**src/rtl/tk_pkg.sv**
```systemverilog
package tk_pkg;

  localparam int NTIME    = 7;
  localparam int IDX_SEC  = 0;
  localparam int IDX_MIN  = 1;
  localparam int IDX_HR   = 2;
  localparam int IDX_DOW  = 3;
  localparam int IDX_DATE = 4;
  localparam int IDX_MON  = 5;
  localparam int IDX_YR   = 6;

  localparam int A1_BYTES = 4;
  localparam int A2_BYTES = 3;
  localparam logic [3:0] A1_BASE   = 4'h7;
  localparam logic [3:0] A2_BASE   = 4'hB;
  localparam logic [3:0] ADDR_CTRL = 4'hE;
  localparam logic [3:0] ADDR_STAT = 4'hF;

  localparam int CTRL_A1EN = 0;
  localparam int CTRL_A2EN = 1;
  localparam int CTRL_ARM  = 2;
  localparam int CTRL_HALT = 7;
  localparam int ST_A1  = 0;
  localparam int ST_A2  = 1;
  localparam int ST_OSF = 7;

  typedef logic [NTIME-1:0][7:0] tk_time_t;

  // storage bits kept per address; the rest read zero
  function automatic logic [7:0] keep_mask(input logic [3:0] a);
    case (a)
      4'h0, 4'h1, 4'h2: keep_mask = 8'h7F;
      4'h3:             keep_mask = 8'h07;
      4'h4:             keep_mask = 8'h3F;
      4'h5:             keep_mask = 8'h9F;
      ADDR_CTRL:        keep_mask = 8'h9F;
      ADDR_STAT:        keep_mask = 8'h83;
      default:          keep_mask = 8'hFF;
    endcase
  endfunction

  function automatic logic [7:0] bcd_inc(input logic [7:0] v);
    if (v[3:0] >= 4'd9) bcd_inc = {v[7:4] + 4'd1, 4'd0};
    else                bcd_inc = v + 8'd1;
  endfunction

  function automatic logic is_leap(input logic [7:0] yr);
    logic [7:0] bin;
    bin = 8'(yr[7:4]) * 8'd10 + 8'(yr[3:0]);
    is_leap = (bin[1:0] == 2'b00);
  endfunction

  function automatic logic [7:0] month_end(input logic [4:0] mon, input logic [7:0] yr);
    case (mon)
      5'h02:                      month_end = is_leap(yr) ? 8'h29 : 8'h28;
      5'h04, 5'h06, 5'h09, 5'h11: month_end = 8'h30;
      default:                    month_end = 8'h31;
    endcase
  endfunction

  function automatic logic [7:0] hour_next(input logic [7:0] hr, output logic day_cy);
    logic [7:0] h;
    logic       pm;
    day_cy = 1'b0;
    if (hr[6]) begin
      h  = {3'b000, hr[4:0]};
      pm = hr[5];
      if (h >= 8'h12) h = 8'h01;
      else if (h == 8'h11) begin
        h      = 8'h12;
        day_cy = pm;
        pm     = ~pm;
      end else h = bcd_inc(h);
      hour_next = {1'b0, 1'b1, pm, h[4:0]};
    end else begin
      if (hr[5:0] >= 6'h23) begin
        hour_next = 8'h00;
        day_cy    = 1'b1;
      end else hour_next = bcd_inc({2'b00, hr[5:0]});
    end
  endfunction

endpackage

```
**src/rtl/tk_prescaler.sv**
```systemverilog
module tk_prescaler #(
  parameter  int SUBTICKS = 4,
  localparam int PW = (SUBTICKS > 1) ? $clog2(SUBTICKS) : 1
) (
  input  logic clk,
  input  logic rst_n,
  input  logic run_i,
  input  logic tick_i,
  input  logic clr_i,
  output logic sec_evt_o
);

  logic [PW-1:0] phase_q;
  logic          at_last;

  assign at_last   = (phase_q == PW'(SUBTICKS - 1));
  assign sec_evt_o = run_i && tick_i && at_last && !clr_i;

  always_ff @(posedge clk or negedge rst_n) begin
    if (!rst_n)               phase_q <= '0;
    else if (clr_i)           phase_q <= '0;
    else if (run_i && tick_i) phase_q <= at_last ? '0 : phase_q + PW'(1);
  end

  AST_PHASE_RANGE: assert property (@(posedge clk) disable iff (!rst_n)
    int'(phase_q) < SUBTICKS);

  AST_CLEAR_RESTARTS: assert property (@(posedge clk) disable iff (!rst_n)
    clr_i |=> (phase_q == '0));

endmodule

```
**src/rtl/tk_calendar.sv**
```systemverilog
module tk_calendar
  import tk_pkg::*;
(
  input  tk_time_t cur_i,
  output tk_time_t nxt_o
);

  logic       cy_min, cy_hr, cy_day, cy_mon, cy_yr;
  logic [7:0] hr_n;
  logic       hr_cy;

  always_comb begin
    nxt_o  = cur_i;
    cy_min = 1'b0;
    cy_hr  = 1'b0;
    cy_mon = 1'b0;
    cy_yr  = 1'b0;
    hr_n   = hour_next(cur_i[IDX_HR], hr_cy);
    cy_day = 1'b0;

    if (cur_i[IDX_SEC] >= 8'h59) begin
      nxt_o[IDX_SEC] = 8'h00;
      cy_min         = 1'b1;
    end else nxt_o[IDX_SEC] = bcd_inc(cur_i[IDX_SEC]);

    if (cy_min) begin
      if (cur_i[IDX_MIN] >= 8'h59) begin
        nxt_o[IDX_MIN] = 8'h00;
        cy_hr          = 1'b1;
      end else nxt_o[IDX_MIN] = bcd_inc(cur_i[IDX_MIN]);
    end

    if (cy_hr) begin
      nxt_o[IDX_HR] = hr_n;
      cy_day        = hr_cy;
    end

    if (cy_day) begin
      if (cur_i[IDX_DOW] >= 8'h07 || cur_i[IDX_DOW] == 8'h00) nxt_o[IDX_DOW] = 8'h01;
      else nxt_o[IDX_DOW] = cur_i[IDX_DOW] + 8'h01;
      if (cur_i[IDX_DATE] >= month_end(cur_i[IDX_MON][4:0], cur_i[IDX_YR])) begin
        nxt_o[IDX_DATE] = 8'h01;
        cy_mon          = 1'b1;
      end else nxt_o[IDX_DATE] = bcd_inc(cur_i[IDX_DATE]);
    end

    if (cy_mon) begin
      if (cur_i[IDX_MON][4:0] >= 5'h12) begin
        nxt_o[IDX_MON] = {cur_i[IDX_MON][7], 7'h01};
        cy_yr          = 1'b1;
      end else nxt_o[IDX_MON] = {cur_i[IDX_MON][7], 2'b00,
                                 bcd_inc({3'b000, cur_i[IDX_MON][4:0]})[4:0]};
    end

    if (cy_yr) begin
      if (cur_i[IDX_YR] >= 8'h99) nxt_o[IDX_YR] = 8'h00;
      else nxt_o[IDX_YR] = bcd_inc(cur_i[IDX_YR]);
    end
  end

endmodule

```
**src/rtl/tk_alarm_match.sv**
```systemverilog
module tk_alarm_match
  import tk_pkg::*;
#(
  parameter  bit HAS_SEC = 1'b1,
  localparam int NB  = HAS_SEC ? 4 : 3,
  localparam int OFS = HAS_SEC ? 1 : 0
) (
  input  tk_time_t          now_i,
  input  logic [NB-1:0][7:0] alm_i,
  output logic              hit_o
);

  logic sec_ok, min_ok, hr_ok, day_ok;
  logic [7:0] day_b;

  generate
    if (HAS_SEC) begin : g_sec_cmp
      assign sec_ok = (alm_i[0][6:0] == now_i[IDX_SEC][6:0]);
    end else begin : g_minute_edge
      assign sec_ok = (now_i[IDX_SEC] == 8'h00);
    end
  endgenerate

  assign day_b  = alm_i[OFS+2];
  assign min_ok = (alm_i[OFS][6:0]   == now_i[IDX_MIN][6:0]);
  assign hr_ok  = (alm_i[OFS+1][6:0] == now_i[IDX_HR][6:0]);
  assign day_ok = day_b[6] ? (day_b[2:0] == now_i[IDX_DOW][2:0])
                           : (day_b[5:0] == now_i[IDX_DATE][5:0]);
  assign hit_o  = sec_ok && min_ok && hr_ok && day_ok;

endmodule

```
**src/rtl/bcd_timekeeper.sv**
```systemverilog
module bcd_timekeeper
  import tk_pkg::*;
#(
  parameter int SUBTICKS = 4
) (
  input  logic       clk,
  input  logic       rst_n,
  input  logic       tick_i,
  input  logic       wr_en_i,
  input  logic [3:0] addr_i,
  input  logic [7:0] wdata_i,
  output logic [7:0] rdata_o,
  output logic       irq_n_o
);

  tk_time_t                 time_q, time_adv, time_nxt;
  logic [A1_BYTES-1:0][7:0] a1_q;
  logic [A2_BYTES-1:0][7:0] a2_q;
  logic [7:0]               ctrl_q, stat_q, stat_nxt, wdata_m;
  logic                     sec_evt, sec_wr, a1_hit, a2_hit, halted;

  assign halted  = ctrl_q[CTRL_HALT];
  assign sec_wr  = wr_en_i && (addr_i == 4'h0);
  assign wdata_m = wdata_i & keep_mask(addr_i);

  tk_prescaler #(.SUBTICKS(SUBTICKS)) u_presc (
    .clk(clk), .rst_n(rst_n), .run_i(!halted), .tick_i(tick_i),
    .clr_i(sec_wr), .sec_evt_o(sec_evt)
  );

  tk_calendar u_cal (.cur_i(time_q), .nxt_o(time_adv));

  tk_alarm_match #(.HAS_SEC(1'b1)) u_alm1 (.now_i(time_adv), .alm_i(a1_q), .hit_o(a1_hit));
  tk_alarm_match #(.HAS_SEC(1'b0)) u_alm2 (.now_i(time_adv), .alm_i(a2_q), .hit_o(a2_hit));

  always_comb begin
    time_nxt = sec_evt ? time_adv : time_q;
    if (wr_en_i && addr_i < 4'(NTIME)) time_nxt[addr_i[2:0]] = wdata_m;
  end

  always_comb begin
    stat_nxt = stat_q;
    if (wr_en_i && addr_i == ADDR_STAT) stat_nxt = stat_q & wdata_i & keep_mask(ADDR_STAT);
    if (sec_evt && a1_hit) stat_nxt[ST_A1]  = 1'b1;
    if (sec_evt && a2_hit) stat_nxt[ST_A2]  = 1'b1;
    if (halted)            stat_nxt[ST_OSF] = 1'b1;
  end

  always_ff @(posedge clk or negedge rst_n) begin
    if (!rst_n) begin
      time_q           <= '0;
      time_q[IDX_DOW]  <= 8'h01;
      time_q[IDX_DATE] <= 8'h01;
      time_q[IDX_MON]  <= 8'h01;
      a1_q             <= '0;
      a2_q             <= '0;
      ctrl_q           <= 8'h00;
      stat_q           <= 8'h80;
    end else begin
      time_q <= time_nxt;
      stat_q <= stat_nxt;
      if (wr_en_i) begin
        if (addr_i >= A1_BASE && addr_i < A2_BASE) a1_q[2'(addr_i - A1_BASE)] <= wdata_m;
        if (addr_i >= A2_BASE && addr_i < ADDR_CTRL) a2_q[2'(addr_i - A2_BASE)] <= wdata_m;
        if (addr_i == ADDR_CTRL) ctrl_q <= wdata_m;
      end
    end
  end

  always_comb begin
    if (addr_i < 4'(NTIME))                          rdata_o = time_q[addr_i[2:0]];
    else if (addr_i < A2_BASE)                       rdata_o = a1_q[2'(addr_i - A1_BASE)];
    else if (addr_i < ADDR_CTRL)                     rdata_o = a2_q[2'(addr_i - A2_BASE)];
    else if (addr_i == ADDR_CTRL)                    rdata_o = ctrl_q;
    else                                             rdata_o = stat_q;
  end

  assign irq_n_o = !(ctrl_q[CTRL_ARM] &&
                     ((stat_q[ST_A1] && ctrl_q[CTRL_A1EN]) || (stat_q[ST_A2] && ctrl_q[CTRL_A2EN])));

  AST_SEC_WRAP: assert property (@(posedge clk) disable iff (!rst_n)
    (sec_evt && time_q[IDX_SEC] == 8'h59 && !wr_en_i) |=> (time_q[IDX_SEC] == 8'h00));

  AST_HALT_HOLDS: assert property (@(posedge clk) disable iff (!rst_n)
    (halted && !wr_en_i) |=> $stable(time_q));

  AST_HALT_FLAGS: assert property (@(posedge clk) disable iff (!rst_n)
    halted |=> stat_q[ST_OSF]);

  AST_DOW_RSVD: assert property (@(posedge clk) disable iff (!rst_n)
    (addr_i == 4'h3) |-> (rdata_o[7:3] == 5'b0));

  AST_A2_MINUTE: assert property (@(posedge clk) disable iff (!rst_n)
    ($rose(stat_q[ST_A2]) && !$past(wr_en_i)) |-> (time_q[IDX_SEC] == 8'h00));

  AST_IRQ_NEEDS_FLAG: assert property (@(posedge clk) disable iff (!rst_n)
    !irq_n_o |-> (stat_q[1:0] != 2'b00));

endmodule

```
**config.mk**
```make
export PLATFORM = sky130hd
export DESIGN_NAME = bcd_timekeeper
export DESIGN_NICKNAME = d
export VERILOG_FILES = /design/src/rtl/tk_pkg.sv /design/src/rtl/tk_prescaler.sv /design/src/rtl/tk_calendar.sv /design/src/rtl/tk_alarm_match.sv /design/src/rtl/bcd_timekeeper.sv
export SDC_FILE = /design/constraint.sdc
export NUM_CORES = 1
export LEC_CHECK = 0
export ABC_CLOCK_PERIOD_IN_PS = 4800
export BUFFER_PORTS_ARGS = -buffer_cell sky130_fd_sc_hd__buf_2
export CORE_MARGIN = 5
export CORE_UTILIZATION = 64
export DETAILED_ROUTE_END_ITERATION = 6
export HOLD_SLACK_MARGIN = 0.06
export PLACE_DENSITY = 0.82
export SLEW_MARGIN = 15
export SYNTH_ARGS = -nofsm -noshare
export SYNTH_HDL_FRONTEND = slang
export SYNTH_SLANG_ARGS = --single-unit
```
**constraint.sdc**
```tcl
create_clock -name clk -period 4.8 [get_ports clk]
set_input_delay 0.48 -clock clk [delete_from_list [all_inputs] [get_ports clk]]
set_output_delay 0.48 -clock clk [all_outputs]
set_load 0.05 [all_outputs]
```
# Word-level counts from Yosys, hierarchy flattened
# Memory sizes are Yosys's and may differ from the RTL's.
# Cells that the tools add are included.
[classes]
n_addsub = 19
mul = 1
n_lt_le_gt_ge = 25
eq_ne = 18
muxes = 69
bitwise_logic = 3
reduce_logical = 39
[op_table]
columns = ["operator", "count"]
rows = [
  ["2-to-1 mux 8 bit", 27],
  ["2-to-1 mux 56 bit", 2],
  ["bitwise mux 56 bit", 1],
  ["adder 8 x 1 -> 8 bit, second input constant", 5],
  ["== test 7 bit", 5],
  ["binary-select mux 8 bit (select 2 bit)", 2],
  ["bitwise mux 32 bit", 1],
  ["demux 8 bit (select 2 bit)", 2],
  [">= comparator 4 bit, second input constant", 7],
  ["2-to-1 mux 5 bit", 5],
  ["binary-select mux 8 bit (select 3 bit)", 1],
  ["bitwise mux 24 bit", 1],
  ["demux 8 bit (select 3 bit)", 1],
  ["logical AND 1 bit", 22],
  ["2-to-1 mux 1 bit", 20],
  ["adder 4 x 1 -> 4 bit, second input constant", 4],
  ["bitwise AND 8 bit", 2],
  [">= comparator 8 x 7 -> 1 bit, second input constant", 2],
  ["logical NOT 8 bit", 2],
  ["2-to-1 mux 16 bit", 1],
  ["case mux 8 bit (2 select lines)", 1],
  ["== test 6 bit", 2],
  ["adder 5 x 1 -> 5 bit, second input constant", 2],
  ["== test 5 x 3 -> 1 bit, second input constant", 2],
  ["other kinds (35)", 54],
]
[totals]
regBits = 125
mem_bits_ro = 96
input_bits = 16
word_cells = 194
memories = 1
[mem_list]
columns = ["memory", "depth", "word_bits", "rd", "rd_clocked_by_memory_dff", "wr", "line", "source"]
rows = [
  ["(no name shown)", 16, 6, 1, 0, 0, "tk_pkg.sv:31", "case (a)"],
]

# Longest topological paths before layout
[depth]
word_depth = 14
depth_mapped = 16

# Modules after synthesis
# From an unflattened synthesis, not the netlist that was laid out.
[hier_totals]
hier_cells = 975
hier_area_um2 = 9135.0
[by_module_without_submodules]
columns = ["mod", "n_inst", "cells_per_inst", "area_each_um2"]
rows = [
  ["bcd_timekeeper", 1, 616, 6483.7],
  ["tk_calendar", 1, 274, 1906.8],
  ["tk_alarm_match at u_alm1", 1, 41, 339.1],
  ["tk_alarm_match at u_alm2", 1, 34, 286.5],
  ["tk_prescaler", 1, 10, 118.9],
]

# Least setup slack after synthesis
# OpenSTA, ideal clock, no wires.
[synth_timing]
path_kind = "input -> output"
startpoint = "input port addr_i[0]"
endpoint = "output port rdata_o[3]"
arrival_time_ns = 3.669
path_slack_ns = 0.651
cell_stages = 12
cell_sequence = "clkbuf_1 -> inv_1 -> clkbuf_1 -> ha_1 -> clkbuf_1 -> buf_1 -> mux2i_1 -> o21ai_0 -> a21oi_1 -> nor2_1 -> a21oi_1 -> o21ai_0"
[synth_via]
elab_chain_cells = 6
elab_cells_between_ends = 16
classes_between = "2 x add/sub; 3 x order compare; 1 x eq/ne; 10 x mux"
[synth_rtl]
columns = ["item", "line", "source"]
rows = [
  ["start, declared", "bcd_timekeeper.sv:10", "input logic [3:0] addr_i,"],
  ["subtractor 2 bit", "bcd_timekeeper.sv:72, bcd_timekeeper.sv:73", ""],
  ["binary-select mux 8 bit (select 2 bit)", "bcd_timekeeper.sv:73", "else if (addr_i < ADDR_CTRL) rdata_o = a2_q[2'(addr_i - A2_BASE)];"],
  ["2-to-1 mux 8 bit (not written as such)", "bcd_timekeeper.sv:73", ""],
  ["2-to-1 mux 8 bit", "bcd_timekeeper.sv:73", ""],
  ["2-to-1 mux 8 bit", "bcd_timekeeper.sv:72", "else if (addr_i < A2_BASE) rdata_o = a1_q[2'(addr_i - A1_BASE)];"],
  ["2-to-1 mux 8 bit *", "bcd_timekeeper.sv:71", "if (addr_i < 4'(NTIME)) rdata_o = time_q[addr_i[2:0]];"],
  ["end, declared", "bcd_timekeeper.sv:12", "output logic [7:0] rdata_o,"],
]
# Mark *: on every way between the ends. The rest lies on a longest branch, timed or not. The select of a mux whose other input is x is not followed.

# Final worst setup path
[layout_timing]
startpoint = "register time_q[40] (netlist name)"
endpoint = "register stat_q[1]"
[layout_via]
elab_chain_cells = 12
elab_cells_between_ends = 17
classes_between = "1 x order compare; 6 x eq/ne; 6 x mux; 4 x reduce/logical"
[layout_rtl]
columns = ["item", "line", "source"]
rows = [
  ["start, declared", "bcd_timekeeper.sv:16", "tk_time_t time_q, time_adv, time_nxt;"],
  ["start signal, assigned", "bcd_timekeeper.sv:60", "time_q <= time_nxt;"],
  ["== test 5 x 3 -> 1 bit (tied with other cells)", "tk_pkg.sv:54", "case (mon)"],
  ["OR reduction 4 bit", "tk_pkg.sv:54", ""],
  ["case mux 8 bit (2 select lines) *", "tk_pkg.sv:54", ""],
  ["2-to-1 mux 8 bit *", "tk_calendar.sv:38", "if (cy_day) begin"],
  [">= comparator 8 bit *", "tk_calendar.sv:41", "if (cur_i[IDX_DATE] >= month_end(cur_i[IDX_MON][4:0], cur_i[IDX_YR])) begin"],
  ["2-to-1 mux 8 bit *", "tk_calendar.sv:41", ""],
  ["2-to-1 mux 16 bit *", "tk_calendar.sv:38", ""],
  ["== test 6 bit *", "tk_alarm_match.sv:28", ": (day_b[5:0] == now_i[IDX_DATE][5:0]);"],
  ["2-to-1 mux 1 bit *", "tk_alarm_match.sv:27", "assign day_ok = day_b[6] ? (day_b[2:0] == now_i[IDX_DOW][2:0])"],
  ["logical AND 1 bit *", "tk_alarm_match.sv:29", "assign hit_o = sec_ok && min_ok && hr_ok && day_ok;"],
  ["logical AND 1 bit *", "bcd_timekeeper.sv:45", "if (sec_evt && a2_hit) stat_nxt[ST_A2] = 1'b1;"],
  ["2-to-1 mux 1 bit or nonzero test 2 bit (tied branches)", "--", ""],
  ["end signal, assigned", "bcd_timekeeper.sv:61", "stat_q <= stat_nxt;"],
  ["end, declared", "bcd_timekeeper.sv:19", "logic [7:0] ctrl_q, stat_q, stat_nxt, wdata_m;"],
]
# Marks and branches as above.
# A chain may end at the register's enable or synchronous reset.

==> results.md <==
- Syn Std Cell Area: 8910 um2
- Most frequent cells in the layout: nand2_1 (149), o21ai_0 (135), dfrtp_1 (121)
- HPWL Detailed: 21550 um
- Mapped Cells: between 1000 and 1500
- Layout cells sized above 1: 11.48%
- Leakage: 4.148 nW
- Area Growth Syn to Fin: 9.437%
- Setup_tns: 0 ns
- Crit Reg-Reg Startpoint: time_q[40]$_DFF_PN1_
- Die W: roughly 130 um
- Peak Freq: 252.4 MHz
- Element type at the critical path end: flip-flop
- CP max stage delay: 0.46 ns
- Family with the most delay on the worst path: compound AO/OA/AOI/OAI gates
- First DRT Iteration DRCs: about 1200
- Core ar.: ~14000 um2
- Most common cell after layout, fill and taps aside: nand2_1
- First-pass GRT wire length: 46580 um
- Initial antenna violation count: 1
- Cts hold-fix bufs: 1
- Vias in the first global route: approximately 8000
- VDD IR max: 321.0 uV
- Post-route cell area: about 9800 um2
- Gr usage total: between 30% and 40%
- Final count of negative-setup-slack endpoints: 0
- Nets: 1100
- WL/cell: between 20 and 25 um
- Number of max-cap violations: 0
- Drt first pass iters: 7
- CTS buffer count: 17
- Die Y: between 100 and 150 um
- Root Driver: clkbuf_16
- Max Transition Viols Final: 0
- # resized after CTS: 0
- EDFF count, synth: 0
- Clock latency on the worst-skew pair: around 0.44 ns
- Clock Skew: about 0.014 ns
- Crit-path max FO: 5
- IO Port Bufs: 24
- Reg2Reg Depth: 15
- WL final: 30320 um
- CP Launch Type: flip-flop
- Final worst slack: around 0.84 ns
- WS Path Type: reg -> reg
- Placed instance area: 9107 um2
- Post-CTS Setup Inserts: 0
- Distinct cells, synth: 78
- Crit path to: stat_q[1]$_DFFE_PN0P_
- Buf/Inv on CP: 1
- Final Cycle Share: 82.53%
- Seq/Total Area, Yosys: about a third
- Clock Pin Slew Worst Setup and Hold Paths: roughly 0.06 ns
- Final hold violations: 0
- # DRC: 3
- Worst slew pin tran: approximately 1.2 ns
- Placement Rows: between 40 and 50
- Prevailing post-synth register cell: dfrtp_1
- Ys Warns: 0
- Flops & latches, synth: 125
- Largest net degree at the start of global routing: 61
- Number of H-tree levels: 4
- Routed Antenna Nets: 0
- Worst Hold Class: in -> reg
- Setup crit start: time_q[40]$_DFF_PN1_
- Async set-reset flop share out of synthesis: 100.0%
- Clk sinks: around 130
- DIE AREA: approximately 16000 um2
- Syn avg cell area: approximately 8.5 um2
- Final critical-path required period: ~4.0 ns
- Ant. Diodes: 0
- Worst path required time: 5.14 ns
- Final Power: 0.005044 W
- Worst r2r dst: stat_q[1]$_DFFE_PN0P_
- Slew headroom: between 20 and 25%
- I/O pins: 25
- Worst-path cell chain: inv_1 > ha_1 > nor4b_1 > o21ai_0 > o21ai_0 > a31oi_1 > ha_1 > nor4b_1 > o2111ai_1 > nor3b_1 > mux2i_1 > xnor2_1 > a21oi_1 > a31oi_1 > o31ai_1
- Reg2Reg Setup Slack: roughly 0.84 ns
- Gr ovfl total: 0
- Fin Hold WS: 0.3596 ns
- Run status: finished with violations
- RD Place Congestion: between 1 and 1.5
- Drt via density: 6.968
- Slowest cell on crit path: nor4b_1
- CP Data Arrival Time: 4.30 ns
- Failing checks: design-rule violations
- Setup repair after global routing missed its margin: false
- Starting Density: roughly two thirds
- Pwr Density: just over 500 nW/um2
- CP Depth: 15
- CTS tree: done
- Worst-case clock buffer depth: 2
- Vias: around 8600
- Pre-CTS WS: just under 0.9 ns
- Post-Syn Nets: around 1100
==> worst reg2reg max path: cells and delay by family (launching register included) <==
kind	cells	cell delay [ns]
AO/OA/AOI/OAI	7	1.27
AND/OR/NAND/NOR	3	1.16
adder cells (fa/ha/maj)	2	0.48
flip-flops	1	0.39
multiplexers	1	0.24
XOR/XNOR	1	0.19
buffers and inverters	1	0.11
==> worst min-delay path by stage <==
stage	to	start	slack, ns	cells past startpoint
finish	time_q[35]$_DFF_PN0_	wdata_i[3]	0.36	3
floorplan	a1_q[0]$_DFFE_PN0P_	rst_n	0.18	0
global route	time_q[35]$_DFF_PN0_	wdata_i[3]	0.37	3
global placement	a2_q[18]$_DFFE_PN0P_	rst_n	0.31	1
detailed placement	a2_q[18]$_DFFE_PN0P_	rst_n	0.31	1
CTS	time_q[35]$_DFF_PN0_	wdata_i[3]	0.35	3
==> layout make-up <==
| type | count | area (um2) |
|---|---|---|
| multi-input combinational | 819 | 5375 |
| fill | 1127 | 4023 |
| sequential | 125 | 3133 |
| clock buffer | 19 | 442.9 |
| timing repair buffer | 39 | 237.7 |
| tap | 180 | 225.2 |
| clock inverter | 13 | 190.2 |
| inverter | 39 | 146.4 |
==> power by group <==
part / total [W] / switching, W / internal [W]
registers: 0.00183 / 0.000518 / 0.00131
clock network: 0.00141 / 0.000524 / 0.000885
logic: 0.00181 / 0.00107 / 0.000741
total: 0.00504 / 0.00211 / 0.00293
==> flip-flops by register name (all words and copies together), names as in the netlist <==
name and flops:
a2_q 24, a1_q 32, u_presc.phase_q 2, stat_q 3, time_q 56, ctrl_q 8
==> synthesized netlist by cell type (6+ instances only) <==
| cell type | instances | area share (%) |
|---|---|---|
| nor2_1 | 66 | 2.8 |
| a221o_1 | 6 | 0.67 |
| clkbuf_1 | 51 | 2.1 |
| and3_1 | 12 | 0.84 |
| nor2b_1 | 9 | 0.63 |
| o211ai_1 | 18 | 1.5 |
| a21oi_1 | 65 | 3.7 |
| nand4_1 | 9 | 0.63 |
| nand2_1 | 149 | 6.3 |
| nor3_1 | 23 | 1.3 |
| a31oi_1 | 13 | 0.91 |
| nor4b_1 | 6 | 0.59 |
| xnor2_1 | 23 | 2.3 |
| nand3_1 | 31 | 1.7 |
| o21ai_0 | 135 | 7.6 |
| o31ai_1 | 9 | 0.76 |
| mux4_2 | 15 | 3.8 |
| nand2b_1 | 6 | 0.42 |
| mux2_2 | 19 | 2.4 |
| o22ai_1 | 6 | 0.42 |
| a211oi_1 | 10 | 0.84 |
| xor2_1 | 18 | 1.8 |
| dfrtp_1 | 121 | 34 |
| ha_1 | 43 | 6.0 |
| inv_1 | 38 | 1.6 |
| mux2i_1 | 24 | 2.7 |
==> routing by layer <==
metal	track usage [%]	up-vias	share of wire (%)
li1	-	3803	-
met1	50.46	4116	39
met4	18.60	2	5.4
met5	0	-	0.036
met3	8.917	125	11
met2	57.24	553	45
==> cells by family after synthesis <==
logic type,Yosys count,synth area share [%]
flip-flops,125,35.16
XOR/XNOR,41,4.030
buffers and inverters,100,4.508
multiplexers,58,8.889
AND/OR/NAND/NOR,349,18.66
adder cells (fa/ha/maj),43,6.039
AO/OA/AOI/OAI,328,22.71
==> stage by stage <==
stage / cells / util (%)
2_1_floorplan: 1044 / -
3_3_place_gp: 1201 / 66.12
3_5_place_dp: 1201 / 66.12
4_1_cts: 1234 / 70.79
5_1_grt: 1234 / 70.79
6_report: 1234 / 70.79
Note: power is estimated with default switching activity, not from simulation.
